<file path="config.mk">
export PLATFORM = sky130hd
export DESIGN_NAME = irq_halt_ctrl
export DESIGN_NICKNAME = d
export VERILOG_FILES = /design/src/rtl/irqh_pkg.sv /design/src/rtl/irqh_flags.sv /design/src/rtl/irqh_arb.sv /design/src/rtl/irqh_fetch.sv /design/src/rtl/irq_halt_ctrl.sv
export SDC_FILE = /design/constraint.sdc
export NUM_CORES = 1
export LEC_CHECK = 0
export BUFFER_PORTS_ARGS = -buffer_cell sky130_fd_sc_hd__buf_2
export CAP_MARGIN = 0
export CORE_MARGIN = 5
export CORE_UTILIZATION = 52
export CTS_BUF_LIST = sky130_fd_sc_hd__clkbuf_8
export DETAILED_ROUTE_END_ITERATION = 10
export PLACE_DENSITY = 0.82
export REMOVE_ABC_BUFFERS = 1
export SLEW_MARGIN = 20
export SYNTH_ARGS = -nofsm -noshare
export SYNTH_HDL_FRONTEND = slang
export SYNTH_SLANG_ARGS = --single-unit
</file>
<file path="constraint.sdc">
create_clock -name clk -period 2.3 [get_ports clk]
set_input_delay 0 -clock clk [delete_from_list [all_inputs] [get_ports clk]]
set_output_delay 0 -clock clk [all_outputs]
set_load 0.01 [all_outputs]
</file>
<file path="src/rtl/irqh_pkg.sv">
package irqh_pkg;

    typedef enum logic [1:0] {
        SK_NONE  = 2'b00,
        SK_NMI   = 2'b01,
        SK_RST   = 2'b10,
        SK_TABLE = 2'b11
    } svc_kind_e;

    typedef enum logic [1:0] {
        ST_IDLE  = 2'd0,
        ST_FETCH = 2'd1,
        ST_OFFER = 2'd2
    } ctl_state_e;

    typedef struct packed {
        logic nmi;
        logic irq;
        logic wake;
    } take_t;

    localparam logic [1:0] MODE_TABLE = 2'd2;

    function automatic logic is_table_mode(input logic [1:0] m);
        return m == MODE_TABLE;
    endfunction

endpackage

</file>
<file path="src/rtl/irqh_flags.sv">
module irqh_flags (
    input  logic       clk,
    input  logic       rst,
    input  logic       ei_i,
    input  logic       di_i,
    input  logic       retn_i,
    input  logic       im_i,
    input  logic [1:0] im_sel_i,
    input  logic       nmi_acc_i,
    input  logic       irq_acc_i,
    output logic       iff1_o,
    output logic [1:0] mode_o
);
    logic iff1_q, iff2_q;
    logic [1:0] mode_q;

    always_ff @(posedge clk) begin
        if (rst) begin
            iff1_q <= 1'b0;
            iff2_q <= 1'b0;
        end else if (nmi_acc_i) begin
            iff2_q <= iff1_q;
            iff1_q <= 1'b0;
        end else if (irq_acc_i || di_i) begin
            iff1_q <= 1'b0;
            iff2_q <= 1'b0;
        end else if (ei_i) begin
            iff1_q <= 1'b1;
            iff2_q <= 1'b1;
        end else if (retn_i) begin
            iff1_q <= iff2_q;
        end
    end

    always_ff @(posedge clk) begin
        if (rst)       mode_q <= 2'd0;
        else if (im_i) mode_q <= im_sel_i;
    end

    assign iff1_o = iff1_q;
    assign mode_o = mode_q;

    // NMI entry saves flag 1 into flag 2 and clears flag 1
    p_nmi_save_r4: assert property (@(posedge clk) disable iff (rst)
        nmi_acc_i |=> (iff2_q == $past(iff1_q)) && !iff1_q);

    // RETN restores flag 1 from flag 2
    p_retn_copy_r9: assert property (@(posedge clk) disable iff (rst)
        (retn_i && !nmi_acc_i && !irq_acc_i && !ei_i && !di_i) |=> iff1_q == $past(iff2_q));

    // acceptance leaves both flags clear
    p_irq_clear_r3: assert property (@(posedge clk) disable iff (rst)
        (irq_acc_i && !nmi_acc_i) |=> !iff1_q && !iff2_q);

endmodule

</file>
<file path="src/rtl/irqh_arb.sv">
module irqh_arb
    import irqh_pkg::*;
#(
    parameter int NKEYS = 8
) (
    input  logic             clk,
    input  logic             rst,
    input  logic             nmi_i,
    input  logic             irq_i,
    input  logic             iff1_i,
    input  logic             ready_i,
    input  logic             done_i,
    input  logic             halted_i,
    input  logic             on_key_i,
    input  logic             anykey_en_i,
    input  logic [NKEYS-1:0] keys_i,
    output take_t            take_o
);
    logic nmi_prev_q, nmi_pend_q;
    logic boundary, key_wake;

    assign boundary = ready_i && (done_i || halted_i);
    assign key_wake = on_key_i || (anykey_en_i && (|keys_i));

    always_comb begin
        take_o.nmi  = boundary && nmi_pend_q;
        take_o.irq  = boundary && !nmi_pend_q && irq_i && iff1_i;
        take_o.wake = ready_i && halted_i && !take_o.nmi && !take_o.irq && key_wake;
    end

    always_ff @(posedge clk) begin
        if (rst) begin
            nmi_prev_q <= 1'b0;
            nmi_pend_q <= 1'b0;
        end else begin
            nmi_prev_q <= nmi_i;
            nmi_pend_q <= (nmi_i && !nmi_prev_q) || (nmi_pend_q && !take_o.nmi);
        end
    end

    // at most one decision per cycle
    p_one_take_r5: assert property (@(posedge clk) disable iff (rst)
        $onehot0({take_o.nmi, take_o.irq, take_o.wake}));

endmodule

</file>
<file path="src/rtl/irqh_fetch.sv">
module irqh_fetch #(
    parameter int AW = 24
) (
    input  logic          clk,
    input  logic          rst,
    input  logic          start_i,
    input  logic [AW-1:0] base_i,
    input  logic          mem_ack_i,
    input  logic [7:0]    mem_data_i,
    output logic          mem_req_o,
    output logic [AW-1:0] mem_addr_o,
    output logic          done_o,
    output logic [AW-1:0] handler_o
);
    localparam int NB = AW / 8;
    localparam int CW = (NB > 1) ? $clog2(NB) : 1;

    logic          busy_q;
    logic [CW-1:0] idx_q;
    logic [AW-1:0] base_q;
    logic [7:0]    bytes_q [NB];
    logic          last;

    assign last       = idx_q == CW'(NB - 1);
    assign mem_req_o  = busy_q;
    assign mem_addr_o = base_q + AW'(idx_q);
    assign done_o     = busy_q && mem_ack_i && last;

    for (genvar b = 0; b < NB; b++) begin : g_byte
        if (b == NB - 1) begin : g_top
            assign handler_o[b*8 +: 8] = mem_data_i;
        end else begin : g_low
            assign handler_o[b*8 +: 8] = bytes_q[b];
        end
    end

    always_ff @(posedge clk) begin
        if (rst) begin
            busy_q <= 1'b0;
            idx_q  <= '0;
            base_q <= '0;
        end else if (start_i) begin
            busy_q <= 1'b1;
            idx_q  <= '0;
            base_q <= base_i;
        end else if (busy_q && mem_ack_i) begin
            if (last) busy_q <= 1'b0;
            else      idx_q  <= CW'(idx_q + 1'b1);
        end
    end

    always_ff @(posedge clk) begin
        if (busy_q && mem_ack_i) bytes_q[idx_q] <= mem_data_i;
    end

    // a stalled read keeps its request and address
    p_read_hold_r7: assert property (@(posedge clk) disable iff (rst)
        (mem_req_o && !mem_ack_i) |=> mem_req_o && $stable(mem_addr_o));

endmodule

</file>
<file path="src/rtl/irq_halt_ctrl.sv">
module irq_halt_ctrl
    import irqh_pkg::*;
#(
    parameter int            AW       = 24,
    parameter int            IW       = 8,
    parameter int            NKEYS    = 8,
    parameter logic [AW-1:0] NMI_ADDR = 24'h000066,
    parameter logic [AW-1:0] RST_ADDR = 24'h000038
) (
    input  logic             clk,
    input  logic             rst,
    input  logic             irq_i,
    input  logic             nmi_i,
    input  logic             on_key_i,
    input  logic [NKEYS-1:0] keys_i,
    input  logic             anykey_en_i,
    input  logic             insn_done_i,
    input  logic             ei_stb_i,
    input  logic             di_stb_i,
    input  logic             retn_stb_i,
    input  logic             im_stb_i,
    input  logic [1:0]       im_sel_i,
    input  logic             halt_stb_i,
    input  logic [IW-1:0]    i_reg_i,
    input  logic [7:0]       irq_vec_i,
    output logic             svc_req_o,
    output logic [1:0]       svc_kind_o,
    output logic [AW-1:0]    svc_addr_o,
    input  logic             svc_ack_i,
    output logic             mem_req_o,
    output logic [AW-1:0]    mem_addr_o,
    input  logic             mem_ack_i,
    input  logic [7:0]       mem_data_i,
    output logic             halted_o
);
    ctl_state_e    state_q;
    svc_kind_e     kind_q;
    logic [AW-1:0] addr_q;
    logic          halted_q;
    logic          iff1;
    logic [1:0]    mode;
    take_t         take;
    logic          fetch_start, fetch_done;
    logic [AW-1:0] handler, table_base;

    assign table_base  = AW'({i_reg_i, irq_vec_i});
    assign fetch_start = take.irq && is_table_mode(mode);

    irqh_flags u_flags (
        .clk       (clk),
        .rst       (rst),
        .ei_i      (ei_stb_i),
        .di_i      (di_stb_i),
        .retn_i    (retn_stb_i),
        .im_i      (im_stb_i),
        .im_sel_i  (im_sel_i),
        .nmi_acc_i (take.nmi),
        .irq_acc_i (take.irq),
        .iff1_o    (iff1),
        .mode_o    (mode)
    );

    irqh_arb #(.NKEYS(NKEYS)) u_arb (
        .clk         (clk),
        .rst         (rst),
        .nmi_i       (nmi_i),
        .irq_i       (irq_i),
        .iff1_i      (iff1),
        .ready_i     (state_q == ST_IDLE),
        .done_i      (insn_done_i),
        .halted_i    (halted_q),
        .on_key_i    (on_key_i),
        .anykey_en_i (anykey_en_i),
        .keys_i      (keys_i),
        .take_o      (take)
    );

    irqh_fetch #(.AW(AW)) u_fetch (
        .clk        (clk),
        .rst        (rst),
        .start_i    (fetch_start),
        .base_i     (table_base),
        .mem_ack_i  (mem_ack_i),
        .mem_data_i (mem_data_i),
        .mem_req_o  (mem_req_o),
        .mem_addr_o (mem_addr_o),
        .done_o     (fetch_done),
        .handler_o  (handler)
    );

    always_ff @(posedge clk) begin
        if (rst) begin
            state_q <= ST_IDLE;
            kind_q  <= SK_NONE;
            addr_q  <= '0;
        end else begin
            case (state_q)
                ST_IDLE: begin
                    if (take.nmi) begin
                        state_q <= ST_OFFER;
                        kind_q  <= SK_NMI;
                        addr_q  <= NMI_ADDR;
                    end else if (fetch_start) begin
                        state_q <= ST_FETCH;
                    end else if (take.irq) begin
                        state_q <= ST_OFFER;
                        kind_q  <= SK_RST;
                        addr_q  <= RST_ADDR;
                    end
                end
                ST_FETCH: begin
                    if (fetch_done) begin
                        state_q <= ST_OFFER;
                        kind_q  <= SK_TABLE;
                        addr_q  <= handler;
                    end
                end
                default: begin
                    if (svc_ack_i) state_q <= ST_IDLE;
                end
            endcase
        end
    end

    always_ff @(posedge clk) begin
        if (rst)                                   halted_q <= 1'b0;
        else if (take.nmi || take.irq || take.wake) halted_q <= 1'b0;
        else if (halt_stb_i)                        halted_q <= 1'b1;
    end

    assign svc_req_o  = state_q == ST_OFFER;
    assign svc_kind_o = kind_q;
    assign svc_addr_o = addr_q;
    assign halted_o   = halted_q;

    // an offer is held steady until the core acknowledges it
    p_offer_hold_r8: assert property (@(posedge clk) disable iff (rst)
        (svc_req_o && !svc_ack_i) |=> svc_req_o && $stable(svc_addr_o) && $stable(svc_kind_o));

    // table read and offer never overlap
    p_no_overlap_r8: assert property (@(posedge clk) disable iff (rst)
        !(mem_req_o && svc_req_o));

    // an NMI offer always targets the fixed entry
    p_nmi_target_r4: assert property (@(posedge clk) disable iff (rst)
        (svc_req_o && svc_kind_o == SK_NMI) |-> svc_addr_o == NMI_ADDR);

    // a restart offer always targets the fixed restart entry
    p_rst_target_r6: assert property (@(posedge clk) disable iff (rst)
        (svc_req_o && svc_kind_o == SK_RST) |-> svc_addr_o == RST_ADDR);

endmodule

</file>
# Word level (Yosys, flattened, before mapping)
# Memories as Yosys holds them, arrays and structs flattened.
# Index checks and enable logic that the tools add are counted.
[op_classes] bitwise=1 mux=25 add_sub_neg=2 reduce_logical=40 n_eq_ne=8
[op_table] op="24-bit two-way mux" n=4
[op_table] op="24-bit one-hot mux with 2 select lines" n=1
[op_table] op="16-bit by 2-bit adder with 17-bit output" n=1
[op_table] op="2-bit two-way mux" n=8
[op_table] op="1-bit logical AND" n=15
[op_table] op="1-bit two-way mux" n=10
[op_table] op="2-bit one-hot mux with 2 select lines" n=2
[op_table] op="2-bit nonzero test" n=4
[op_table] op="8-bit OR reduction" n=1
[op_table] op="2-bit == test (second input constant)" n=3
[op_table] op="1-bit logical OR" n=6
[op_table] op="3-bit != test (second input constant)" n=2
[op_table] op="3-bit nonzero test" n=2
[op_table] op="1-bit logical NOT" n=4
[op_table] op="4-bit != test (second input constant)" n=1
[op_table] op="2-bit AND reduction" n=2
[op_table] op="4-bit AND reduction" n=1
[op_table] op="2-bit OR reduction" n=2
[op_table] op="3-bit AND reduction" n=1
[op_table] op="3-bit OR reduction" n=1
[op_table] op="2-bit by 1-bit adder with 2-bit output (second input constant)" n=1
[op_table] op="2-bit by 1-bit == test with 1-bit output (second input constant)" n=1
[op_table] op="2-bit logical NOT" n=1
[op_table] op="2-bit != test (second input constant)" n=1
[op_table] op="1-bit NOT" n=1
[word_totals] ff_bits=54 ram_bits=24 out_inout_bits=53 wordCells=89 in_bits=48 mem_count=1
[memory_table] name="u_fetch.bytes_q" words=3 width=8 rd=2 rd_clocked_by_memory_dff=0 wr=1 line="irqh_fetch.sv:21" text="logic [7:0] bytes_q [NB];"

# Depth between registers and ports, before layout
# Gate-level depths: netlist of run 1.
[depth] ltp_word=10 ltp_mapped=8 mapped_depth_nobuf=7

# Modules after synthesis
# A second synthesis of run 1 with hierarchy kept.
[unflattened] cells_unflattened=380 hier_area_um2=3723.6
[modules_own_cells] mod="irqh_fetch" seq_area_each_um2=1021.0 area_per_inst_um2=2065.7 n_inst=1 cells_per_inst=187
[modules_own_cells] mod="irq_halt_ctrl" seq_area_each_um2=580.6 area_per_inst_um2=1382.6 n_inst=1 cells_per_inst=161
[modules_own_cells] mod="irqh_flags" seq_area_each_um2=80.1 area_per_inst_um2=151.4 n_inst=1 cells_per_inst=15
[modules_own_cells] mod="irqh_arb" seq_area_each_um2=40.0 area_per_inst_um2=123.9 n_inst=1 cells_per_inst=17

# Least setup slack after synthesis of run 1
# Ideal clock, no wire load.
[synth_path] path_type="register to register" startpoint="register state_q[1]" endpoint="register kind_q[0], in the netlist svc_kind_o[0]" synth_period_minus_slack_ns=1.930 setup_time_ns=0.121 stages_incl_launch_ff=7 arrival_time_ns=1.809 t_required_ns=2.179 slack_ns=0.370 n_path_buf=2 cell_sequence="dfxtp_1 or2_1 buf_2 or4_4 buf_6 o21ai_4 mux2_2"
[synth_via] elab_chain_len=8 word_cells_on_any_way=15 cone_classes="eq/ne: 4; mux: 2; reduce/logical: 9"
[synth_lines] item="from (decl)" line="irq_halt_ctrl.sv:36" text="ctl_state_e state_q;"
[synth_lines] item="from (signal assigned)" line="irq_halt_ctrl.sv:93" text="state_q <= ST_IDLE;"
[synth_lines] item="from (signal assigned)" line="irq_halt_ctrl.sv:100" text="state_q <= ST_OFFER;"
[synth_lines] item="from (signal assigned)" line="irq_halt_ctrl.sv:104" text="state_q <= ST_FETCH;"
[synth_lines] item="2-bit logical NOT" line="irq_halt_ctrl.sv:69, irq_halt_ctrl.sv:97"
[synth_lines] item="1-bit logical AND" line="irqh_arb.sv:22" text="assign boundary = ready_i && (done_i || halted_i);"
[synth_lines] item="1-bit logical AND (3 in a row)" line="irqh_arb.sv:27" text="take_o.irq = boundary && !nmi_pend_q && irq_i && iff1_i;"
[synth_lines] item="1-bit logical AND" line="irq_halt_ctrl.sv:47" text="assign fetch_start = take.irq && is_table_mode(mode);"
[synth_lines] item="3-bit != test (no line)"
[synth_lines] item="4-bit AND reduction (no line)"
[synth_lines] item="to (signal assigned)" line="irq_halt_ctrl.sv:94" text="kind_q <= SK_NONE;"
[synth_lines] item="to (signal assigned)" line="irq_halt_ctrl.sv:101" text="kind_q <= SK_NMI;"
[synth_lines] item="to (signal assigned)" line="irq_halt_ctrl.sv:107" text="kind_q <= SK_RST;"
[synth_lines] item="to (decl)" line="irq_halt_ctrl.sv:37" text="svc_kind_e kind_q;"
# Several ways; a longest one is shown, not always the timed one.
# A chain may end at the register's enable or synchronous reset.

# Worst setup path after layout of run 1
[layout_path] startpoint="register u_fetch.idx_q[0]" endpoint="output port mem_addr_o[14]"
[layout_via] elab_chain_len=1
[layout_lines] item="from (decl)" line="irqh_fetch.sv:19" text="logic [CW-1:0] idx_q;"
[layout_lines] item="from (signal assigned)" line="irqh_fetch.sv:48" text="else idx_q <= CW'(idx_q + 1'b1);"
[layout_lines] item="16-bit by 2-bit adder with 17-bit output" line="irqh_fetch.sv:26" text="assign mem_addr_o = base_q + AW'(idx_q);"
[layout_lines] item="to (decl)" line="irq_halt_ctrl.sv:31" text="output logic [AW-1:0] mem_addr_o,"
# No other way between the ends.

==> results of run 1 <==
[worst reg2reg max path: cells and delay by family (launching register included)]
kind            cells  cell delay [ns]
buf+inv             1             0.24
mux                 1             0.21
flops               1             0.35
simple gates        2             0.86
compound gates      1             0.27
[layer usage]
metal	global-route usage, %	up-vias	wire (um)	share of wire [%]
li1	-	1335	-	-
met5	0	-	0	0
met2	35.3	102	3810	50
met1	24.3	1260	3140	41
met4	7.79	0	152	2.0
met3	7.66	16	584	7.6
[flip-flops by register name, indices dropped and copies added (netlist names)]
| register | count |
|---|---|
| u_fetch.base_q | 16 |
| state_q | 2 |
| u_fetch.mem_req_o | 1 |
| u_fetch.bytes_q | 16 |
| u_flags.mode_o | 2 |
| svc_addr_o | 24 |
| u_arb.nmi_prev_q | 1 |
| u_fetch.idx_q | 2 |
| svc_kind_o | 2 |
| u_flags.iff2_q | 1 |
| u_flags.iff1_o | 1 |
| u_arb.nmi_pend_q | 1 |
| halted_o | 1 |
[kinds of logic after synthesis]
| group | synth area share [%] |
|---|---|
| AO/OA/AOI/OAI | 7.31 |
| AND/OR/NAND/NOR | 20.3 |
| multiplexers | 9.21 |
| flip-flops | 50.6 |
| XOR/XNOR | 4.26 |
| other | 0.122 |
| adder cells (fa/ha/maj) | 2.68 |
| buffers and inverters | 5.52 |
[Yosys cell counts, drive strengths merged (2+ instances only)]
cell	instances
nand2	82
mux2i	25
nor3	5
dfxtp	54
nand3	6
mux2	3
nor4	5
ha	5
inv	6
a21oi	24
nand2b	2
and4	2
edfxtp	16
nand4	4
nor2	12
nor2b	8
a21o	2
o211ai	2
buf	14
xor2	3
clkbuf	8
and3	5
xnor2	12
o21ai	4
[layout make-up]
type / instances / area [sq um] / area share (%)
Tap cell: 75 / 93.8 / 2.30
Clock buffer: 9 / 124 / 3.04
Timing Repair Buffer: 131 / 841 / 20.6
Inverter: 7 / 26.3 / 0.644
Clock inverter: 7 / 50.0 / 1.23
Sequential cell: 70 / 1570 / 38.4
Multi-Input combinational cell: 229 / 1380 / 33.8
[worst max-delay path by stage]
| stage | start | endpoint | cells after the start |
|---|---|---|---|
| 6_report | u_fetch.idx_q[0] | mem_addr_o[14] | 8 |
| 2_1_floorplan | state_q[1] | svc_kind_o[0] | 4 |
| 3_5_place_dp | u_fetch.idx_q[0] | mem_addr_o[14] | 8 |
| 3_3_place_gp | u_fetch.idx_q[0] | mem_addr_o[14] | 8 |
| 4_1_cts | u_fetch.idx_q[0] | mem_addr_o[14] | 8 |
| 5_1_grt | u_fetch.idx_q[0] | mem_addr_o[14] | 8 |
[power groups by stage]
stage                     clock (mW)  sequential, mW  combinational (mW)
after floorplan                    0            1.32              0.0821
after global placement             0            1.31               0.176
after detailed placement           0            1.32               0.179
after CTS                      0.883            1.29               0.221
after global routing           0.948            1.29               0.243
final                          0.866            1.29               0.224
[per-stage QoR]
stage | hold WS [ns] | util, % | setup slack, ns
global placement | 0.186 | 61.2 | 0.341
global route | 0.0243 | 69.7 | 0.00610
CTS | 0.0263 | 69.6 | 0.0361
detailed placement | 0.189 | 61.2 | 0.273
finish | 0.0361 | 69.7 | 0.110
floorplan | 0.0691 | - | 0.200
[timing repair]
item,4_1_cts,5_1_grt
buffers inserted,1,0
hold buffers,31,0
gates resized for setup,2,3
setup endpoints to repair,2,1
pin swaps,0,1
hold endpoints to repair,46,0
==> results by group, run 1 <==
Status
  • Outcome: completed

Floorplan
  • Initial Util: 52.7%
  • CORE AREA: 5850 sq um
  • Die area: 7570 sq um
  • Die width: 87 um
  • Die height: 87 um
  • # rows: 28
  • Ports: 101

Run
  • Maxcap violations: 0

Synthesis
  • Synthesized area per cell: 9.57 sq um
  • Synth Cell Area: 3080 sq um
  • Top_reg_cell synth: dfxtp_1
  • Syn. warnings: 0
  • Yosys reg bits: 70
  • Netlist cell types: 44
  • Area share of the largest cell type after synthesis: 35.1%
  • Post-synthesis cell count: 322
  • Yosys top cell by area: dfxtp_1
  • Sequential area share after synthesis: 50.6%
  • Area contributors post-synth: dfxtp_1 (35%), edfxtp_1 (16%), nand2_1 (10%)
  • Post-synth EDFFs: 16
  • Asr flop ratio synth: 0%

Cells and area
  • Area Growth Syn to Fin: 32.3%
  • Number of diodes: 0
  • Nets@finish: 502
  • Non-Filler Instances: 528
  • Most common cell after layout, fill and taps aside: buf_2
  • Layout cell share with drive strength beyond 1: 27.4%
  • Cell area after layout: 4080 sq um
  • Most frequent cells in the layout: buf_2 (93), nand2_1 (82), dfxtp_1 (53)
  • Layout filler cell count: 446

Pwr
  • Sequential Power Share: 54.1%
  • Max VDD drop: 0.000426 V
  • Pwr/cell area: 583 nW/um^2
  • P_int: 1.78 mW
  • Leak pwr: 1.85 nW
  • Comb power frac: 9.4%
  • Clock Power Share: 36.4%
  • Sw power: 0.595 mW
  • Pwr Total: 2.38 mW
  • Net Sw Frac: 25.0%

Setup path
  • WP buf/inv: 2
  • Worst path slowest cell: dfxtp_4
  • Worst endpoint required time: 2.30 ns
  • RR Endpoint: svc_addr_o[17]
  • Crit-path cells: ha_2 -> inv_1 -> fa_2 -> and3b_2 -> nand4_1 -> nor2_1 -> xor2_1 -> buf_2
  • Max incr delay on CP: 0.37 ns
  • CP Max Fanout: 4
  • Start of the worst register-to-register path: state_q[1]
  • Kind of critical path: register to output pin
  • CP Launch Type: register
  • Top delay family on crit path: simple AND/OR/NAND/NOR gates
  • Worst reg-to-reg path cell count: 5
  • WP data arrival: 2.19 ns
  • R2R Setup Slk: 0.30 ns
  • Crit. End Element: output pin

Detailed routing
  • Post-route ant nets: 0
  • Initial drt markers: 176
  • Residual DRC: 0
  • Vias/cell: 5.14
  • 1st-pass router iterations: 6
  • Final WL: 7.69 mm
  • Via Count: 2713
  • Routed len/inst: 14.6 um

Global routing
  • Total grt overflow: 0
  • Initial antenna violation count: 0
  • Total global routing track utilization: 20.9%
  • Global-route wire length before repair: 12.4 mm
  • Vias in the first global route: 2732
  • Largest net degree at the start of global routing: 38

Timing
  • Final period util: 95.2%
  • Setup Total Neg Slack: 0 ns
  • Final Hold Fails: 0
  • Worst clock skew: 0.0111 ns
  • Rel. slew slack: 51.3%
  • Final min period: 2.19 ns
  • Max Fclk: 0.457 GHz
  • Final max-slew violation count: 0
  • Worst Tran Pin Value: 0.726 ns
  • Setup-failing EPs final: 0
  • Unrepaired setup endpoints after global routing: no

Placed design
  • Cells after DPL: 480
  • Detailed Place HPWL: 5.05 mm
  • # port buffers: 93
  • Placed inst area: 3580 sq um
  • Routability cong.: 0.858

Clock tree
  • Clock root buffer: clkbuf_8
  • Clock Tree Buf Depth: 2
  • TritonCTS sink count: 70
  • Worst skew pair latency: 0.34 ns
  • Htree depth: 3
  • CTS clk-pin slew, worst paths: 0.08 ns
  • CTS tree: done
  • CTS Buf Count: 9

Hold path
  • Hold path depth: 3
  • Hold Path End: halted_o
  • Hold Crit Start: on_key_i
  • Hold Crit Class: primary input to register
Note: power is estimated with default switching activity, not from simulation.
==> run 2, diff against run 1 <==
Settings changed: BUFFER_PORTS_ARGS -buffer_cell sky130_fd_sc_hd__buf_2 to -buffer_cell sky130_fd_sc_hd__clkbuf_2.
==> results by group, run 2 (synthesized netlist as in run 1, its figures left out) <==
Cells and area
  • Area Growth Syn to Fin: 33.8%
  • Most common cell after layout, fill and taps aside: clkbuf_2
  • Final core occ: 70.5% (+0.79 points)
  • Number of diodes: 0 (unchanged)
  • Layout cell share with drive strength beyond 1: 27.7% (+0.32 points)
  • Max FFs per register: 24 (unchanged)
  • Most frequent cells in the layout: clkbuf_2 (92), nand2_1 (82), dfxtp_1 (53)
  • Cell area after layout: 4130 sq um (+1.1%)
  • Nets@finish: 504 (+0.40%)
  • Layout filler cell count: 425 (-4.7%)
  • Area occupied by registers: 1570 sq um (unchanged)
  • Non-Filler Instances: 530 (+0.38%)
  • Multi-input gate area: 1390 sq um (+0.73%)

Clock tree
  • Clock Tree Buf Depth: 2 (unchanged)
  • Htree depth: 3 (unchanged)
  • TritonCTS sink count: 70 (unchanged)
  • CTS clk-pin slew, worst paths: 0.07 ns (about the same)
  • Worst skew pair latency: 0.34 ns (about the same)
  • Clock root buffer: clkbuf_8
  • CTS Buf Count: 9 (unchanged)
  • CTS tree: done

Timing
  • Final max-slew violation count: 0 (unchanged)
  • Worst Tran Pin Value: 0.616 ns (-0.110 ns)
  • Final Hold Fails: 0 (unchanged)
  • Hold slack: 0.0216 ns (-0.0145 ns)
  • Setup-failing EPs final: 0 (unchanged)
  • Rel. slew slack: 58.8% (+7.5 points)
  • Final min period: 2.19 ns (-0.00457 ns)
  • Max Fclk: 0.458 GHz (+0.21%)
  • Worst clock skew: 0.00983 ns (-0.00131 ns)
  • Final period util: 95.0% (-0.20 points)

Pwr
  • Leak pwr: 1.84 nW (-0.38%)
  • Sw power: 0.590 mW (-0.69%)
  • Pwr/cell area: 602 nW/um^2 (+3.4%)
  • Net Sw Frac: 23.8% (-1.2 points)
  • Max VDD drop: 0.000412 V (-3.2%)
  • Comb power frac: 9.1% (-0.3 points)
  • P_int: 1.89 mW (+6.3%)
  • Sequential Power Share: 51.8% (-2.3 points)
  • Pwr Total: 2.48 mW (+4.5%)
  • Clock Power Share: 39.2% (+2.8 points)

Setup path
  • CP Launch Type: register
  • R2R Setup Slk: 0.34 ns (+0.04 ns)
  • Worst endpoint required time: 2.30 ns (about the same)
  • Kind of critical path: register to output pin
  • Start of the worst register-to-register path: state_q[1]
  • WP data arrival: 2.19 ns (about the same)
  • Worst reg-to-reg path cell count: 4 (-1)
  • RR Endpoint: svc_kind_o[0]
  • CP Max Fanout: 3 (-1)
  • Crit. End Element: output pin

Hold path
  • Hold Path End: u_flags.iff1_o
  • Hold Crit Start: ei_stb_i
  • Hold Crit Class: primary input to register
  • Hold path depth: 3 (unchanged)

Floorplan
  • Die height: 87 um (unchanged)
  • CORE AREA: 5850 sq um (unchanged)
  • Ports: 101 (unchanged)
  • # rows: 28 (unchanged)
  • Die area: 7570 sq um (unchanged)
  • Initial Util: 52.7% (unchanged)
  • Die width: 87 um (unchanged)

Global routing
  • Total grt overflow: 0 (unchanged)
  • Vias in the first global route: 2658 (-2.7%)
  • Total global routing track utilization: 20.7% (-0.26 points)
  • Initial antenna violation count: 0 (unchanged)
  • Global-route wire length before repair: 12.2 mm (-1.7%)
  • Largest net degree at the start of global routing: 27 (-29%)

Placed design
  • Routability cong.: 0.873 (+1.8%)
  • Placed inst area: 3590 sq um (+0.21%)
  • Detailed Place HPWL: 4.92 mm (-2.6%)
  • # port buffers: 93 (unchanged)
  • Cells after DPL: 481 (+0.21%)

Detailed routing
  • Routed len/inst: 13.8 um (-5.1%)
  • Vias/cell: 5.03 (-2.1%)
  • Post-route ant nets: 0 (unchanged)
  • Initial drt markers: 153 (-13%)
  • Via Count: 2665 (-1.8%)
  • Residual DRC: 0 (unchanged)
  • 1st-pass router iterations: 4 (-2)
  • Final WL: 7.32 mm (-4.7%)

Status
  • Outcome: completed

Run
  • Maxcap violations: 0 (unchanged)
run 2: stage by stage:
| step | setup WS, ns | TNS [ns] |
|---|---|---|
| 2_1_floorplan | 0.200 | 0 |
| 3_3_place_gp | 0.334 | 0 |
| 3_5_place_dp | 0.262 | 0 |
| 4_1_cts | 0.0313 | 0 |
| 5_1_grt | -0.0263 | -0.0414 |
| 6_report | 0.115 | 0 |
run 2: worst max path at each step:
stage / startpoint / endpoint / slack, ns / cells past startpoint
floorplan: state_q[1] / svc_kind_o[0] / 0.20 / 4
finish: u_fetch.base_q[0] / mem_addr_o[12] / 0.11 / 8
CTS: u_fetch.idx_q[0] / mem_addr_o[14] / 0.03 / 8
detailed placement: u_fetch.idx_q[0] / mem_addr_o[14] / 0.26 / 8
global route: u_fetch.base_q[0] / mem_addr_o[14] / -0.03 / 8
global placement: u_fetch.idx_q[0] / mem_addr_o[14] / 0.33 / 8
run 2: critical path, cell delays in order, from the launching register on:
cell      delay, ns
dfxtp_1        0.38
ha_4           0.15
inv_1          0.04
fa_2           0.34
and3b_2        0.27
nand4_1        0.16
buf_4          0.19
xnor2_1        0.16
clkbuf_2       0.17
run 2: area by class of cell:
| type | instances | area share [%] |
|---|---|---|
| Multi-Input combinational cell | 229 | 33.7 |
| Tap cell | 75 | 2.27 |
| Clock inverter | 7 | 1.73 |
| Inverter | 7 | 0.637 |
| Timing Repair Buffer | 133 | 20.7 |
| Clock buffer | 9 | 3.00 |
| Sequential cell | 70 | 37.9 |
run 2: what timing repair did:
item                                    4_1_cts  5_1_grt
hold buffers                                 31        0
pin swaps                                     0        1
buffers inserted                              1        1
gates resized for setup                       2        5
endpoints found under the setup margin        2        2
hold endpoints to repair                     46        0
run 2: layer usage:
metal	GRT usage (%)	vias up	part of all wire [%]
met5	0	-	0
met4	6.80	0	1.8
met3	7.38	20	7.8
met2	35.2	96	50
met1	24.1	1211	40
li1	-	1338	-
run 2: power by group through the flow:
stage | Sequential, mW | Clock [mW] | Combinational (mW)
CTS | 1.29 | 0.997 | 0.223
finish | 1.29 | 0.973 | 0.225
detailed placement | 1.32 | 0 | 0.180
floorplan | 1.32 | 0 | 0.0821
global placement | 1.31 | 0 | 0.177
global route | 1.29 | 1.06 | 0.246
==> run 3, diff against run 2 <==
Settings changed: ABC_AREA set to 1, CORE_UTILIZATION 52 to 53, PLACE_DENSITY 0.82 to 0.79.
==> results by group, run 3 <==
Timing
  • Max Fclk: 0.438 GHz (-4.3%)
  • Unrepaired setup endpoints after global routing: yes
  • Final Hold Fails: 0 (unchanged)
  • Final max-slew violation count: 0 (unchanged)
  • Hold slack: 0.0198 ns (-0.00181 ns)
  • Final min period: 2.28 ns (+0.0992 ns)
  • Setup ws final: 0.0154 ns (-0.0992 ns)
  • Rel. slew slack: 54.8% (-4.0 points)
  • Worst clock skew: 0.00625 ns (-0.00358 ns)
  • Worst Tran Pin Value: 0.677 ns (+0.0616 ns)
  • Setup-failing EPs final: 0 (unchanged)
  • Final period util: 99.3% (+4.3 points)

Clock tree
  • Clock Tree Buf Depth: 2 (unchanged)
  • CTS Buf Count: 9 (unchanged)
  • Htree depth: 3 (unchanged)
  • TritonCTS sink count: 70 (unchanged)
  • CTS clk-pin slew, worst paths: 0.07 ns (about the same)
  • CTS tree: done
  • Worst skew pair latency: 0.33 ns (about the same)
  • Clock root buffer: clkbuf_8

Placed design
  • Cells after DPL: 617 (+28%)
  • # port buffers: 93 (unchanged)
  • Dpl ws: 0.190 ns (-0.0718 ns)
  • Detailed Place HPWL: 5.55 mm (+13%)
  • Routability cong.: 0.872 (-0.19%)

Pwr
  • Clock Power Share: 23.4% (-16 points)
  • Sequential Power Share: 36.0% (-16 points)
  • Pwr/cell area: 930 nW/um^2 (+55%)
  • Leak pwr: 2.24 nW (+22%)
  • Net Sw Frac: 38.3% (+15 points)
  • Sw power: 1.63 mW (+180%)
  • Comb power frac: 40.5% (+31 points)
  • Max VDD drop: 0.000628 V (+52%)
  • P_int: 2.62 mW (+39%)

Floorplan
  • CORE AREA: 6310 sq um (+7.9%)
  • Initial Util: 54.0% (+1.3 points)
  • Die height: 90.2 um (+3.6%)
  • Die width: 90.2 um (+3.6%)
  • # rows: 29 (+3.6%)
  • Die area: 8130 sq um (+7.4%)
  • Ports: 101 (unchanged)

Setup path
  • Crit path capture: mem_addr_o[14]
  • Worst endpoint required time: 2.30 ns (about the same)
  • Start of the worst register-to-register path: u_fetch.idx_q[0]
  • Worst reg-to-reg path cell count: 9 (+5)
  • CP Launch Type: register
  • RR Endpoint: svc_addr_o[1]
  • WP data arrival: 2.28 ns (+0.09 ns)
  • Crit. End Element: output pin
  • R2R Setup Slk: 0.32 ns (-0.02 ns)
  • Kind of critical path: register to output pin
  • CP Max Fanout: 3 (unchanged)
  • Setup crit start: u_fetch.idx_q[0]

Detailed routing
  • Initial drt markers: 228 (+49%)
  • Post-route ant nets: 0 (unchanged)
  • Vias/cell: 4.97 (-1.1%)
  • Routed len/inst: 12.9 um (-6.9%)
  • Final WL: 8.70 mm (+19%)
  • Residual DRC: 0 (unchanged)
  • Via Count: 3361 (+26%)
  • 1st-pass router iterations: 5 (+1)

Run
  • Maxcap violations: 0 (unchanged)

Synthesis
  • Synth cell count leaders: nand2_1 (121), inv_1 (74), nor2_1 (60), dfxtp_1 (54)
  • Post-synthesis cell count: 458 (+42%)
  • Top_reg_cell synth: dfxtp_1
  • Sequential area share after synthesis: 45.8% (-4.8 points)
  • Synth Cell Area: 3410 sq um (+11%)
  • Area contributors post-synth: dfxtp_1 (32%), edfxtp_1 (14%), nand2_1 (13%)
  • Netlist cell types: 32 (-27%)
  • Post-synth EDFFs: 16 (unchanged)
  • Most common cell in the synthesized netlist: nand2_1
  • Synthesized area per cell: 7.44 sq um (-22%)
  • Area share of the largest cell type after synthesis: 31.7% (-3.3 points)
  • Asr flop ratio synth: 0% (unchanged)
  • Syn. warnings: 0 (unchanged)
  • Yosys reg bits: 70 (unchanged)
  • Yosys top cell by area: dfxtp_1

Cells and area
  • Most common cell after layout, fill and taps aside: nand2_1
  • Max FFs per register: 24 (unchanged)
  • Area Growth Syn to Fin: 34.3%
  • Most frequent cells in the layout: nand2_1 (120), clkbuf_2 (90), inv_1 (73)
  • Area occupied by registers: 1560 sq um (about the same)
  • Layout cell share with drive strength beyond 1: 23.7% (-4.0 points)
  • Nets@finish: 648 (+29%)
  • Non-Filler Instances: 676 (+28%)
  • Layout filler cell count: 466 (+9.6%)
  • Number of diodes: 0 (unchanged)
  • Multi-input gate area: 1470 sq um (+5.9%)

Status
  • Outcome: completed

Global routing
  • Largest net degree at the start of global routing: 35 (+30%)
  • Total grt overflow: 0 (unchanged)
  • Vias in the first global route: 3174 (+19%)
  • Initial antenna violation count: 0 (unchanged)
  • Total global routing track utilization: 21.0% (+0.30 points)
  • Global-route wire length before repair: 14.2 mm (+16%)

Hold path
  • Hold Crit Class: primary input to register
-- run 3: layer usage --
metal  up-vias  GRT usage [%]  wire length (um)
met4         0           12.2               291
met5         -              0                 0
li1       1679              -                 -
met1      1497           24.4              3430
met2       159           35.2              4320
met3        26           4.76               658
-- run 3: kinds of logic after synthesis --
logic type | synth area share [%]
other cells | 0.110
flops | 45.8
mux | 0.294
buf+inv | 13.2
compound gates | 6.54
xor+xnor | 3.34
fa+ha+maj | 2.42
simple gates | 28.2
-- run 3: metrics by stage --
stage	area [sq um]	setup TNS, ns	utilization [%]	power (mW)
2_1_floorplan	3260	0	-	2.72
6_report	4570	0	72.5	4.26
4_1_cts	4480	0	70.9	4.30
3_3_place_gp	3900	0	61.8	3.20
5_1_grt	4570	-0.160	72.5	4.64
3_5_place_dp	3900	0	61.8	3.24
-- run 3: area by class of cell --
cell class / count / share of cell area, %
clock buffer: 11 / 3.31
clock inverter: 5 / 1.09
inverter: 76 / 6.24
multi-input combinational: 293 / 32.2
sequential: 70 / 34.2
tap: 77 / 2.11
timing repair buffer: 144 / 20.9
-- run 3: power by group through the flow --
stage                     Clock, mW  Combinational (mW)  Sequential [mW]
after floorplan                   0                1.10             1.62
after global placement            0                1.65             1.55
after detailed placement          0                1.67             1.56
after CTS                      1.02                1.74             1.53
after global routing           1.08                2.01             1.56
final                         0.996                1.73             1.53
-- run 3: how the worst min path moves through the flow --
stage	start	endpoint	slack, ns	cells after the start
3_3_place_gp	di_stb_i	u_flags.iff1_o	0.18	2
5_1_grt	rst	u_fetch.mem_req_o	0.02	2
3_5_place_dp	di_stb_i	u_flags.iff1_o	0.18	2
6_report	ei_stb_i	u_flags.iff2_q	0.02	4
4_1_cts	ei_stb_i	u_flags.iff2_q	0.007	4
2_1_floorplan	rst	state_q[1]	0.07	1
-- run 3: worst max-delay path: stages, from the launching register on --
cell and delay (ns):
dfxtp_2 0.36, ha_4 0.15, inv_2 0.04, fa_2 0.41, inv_2 0.09, nand3_4 0.08
nor2_4 0.12, buf_4 0.12, nand2_2 0.08, nor3_4 0.15, xor2_1 0.19, buf_2 0.16
-- run 3: what timing repair did --
item	CTS	global route
hold buffers	36	0
resized for setup	4	15
endpoints found under the setup margin	3	4
hold endpoints to repair	42	0
pin swaps	1	4
buffers inserted	1	6
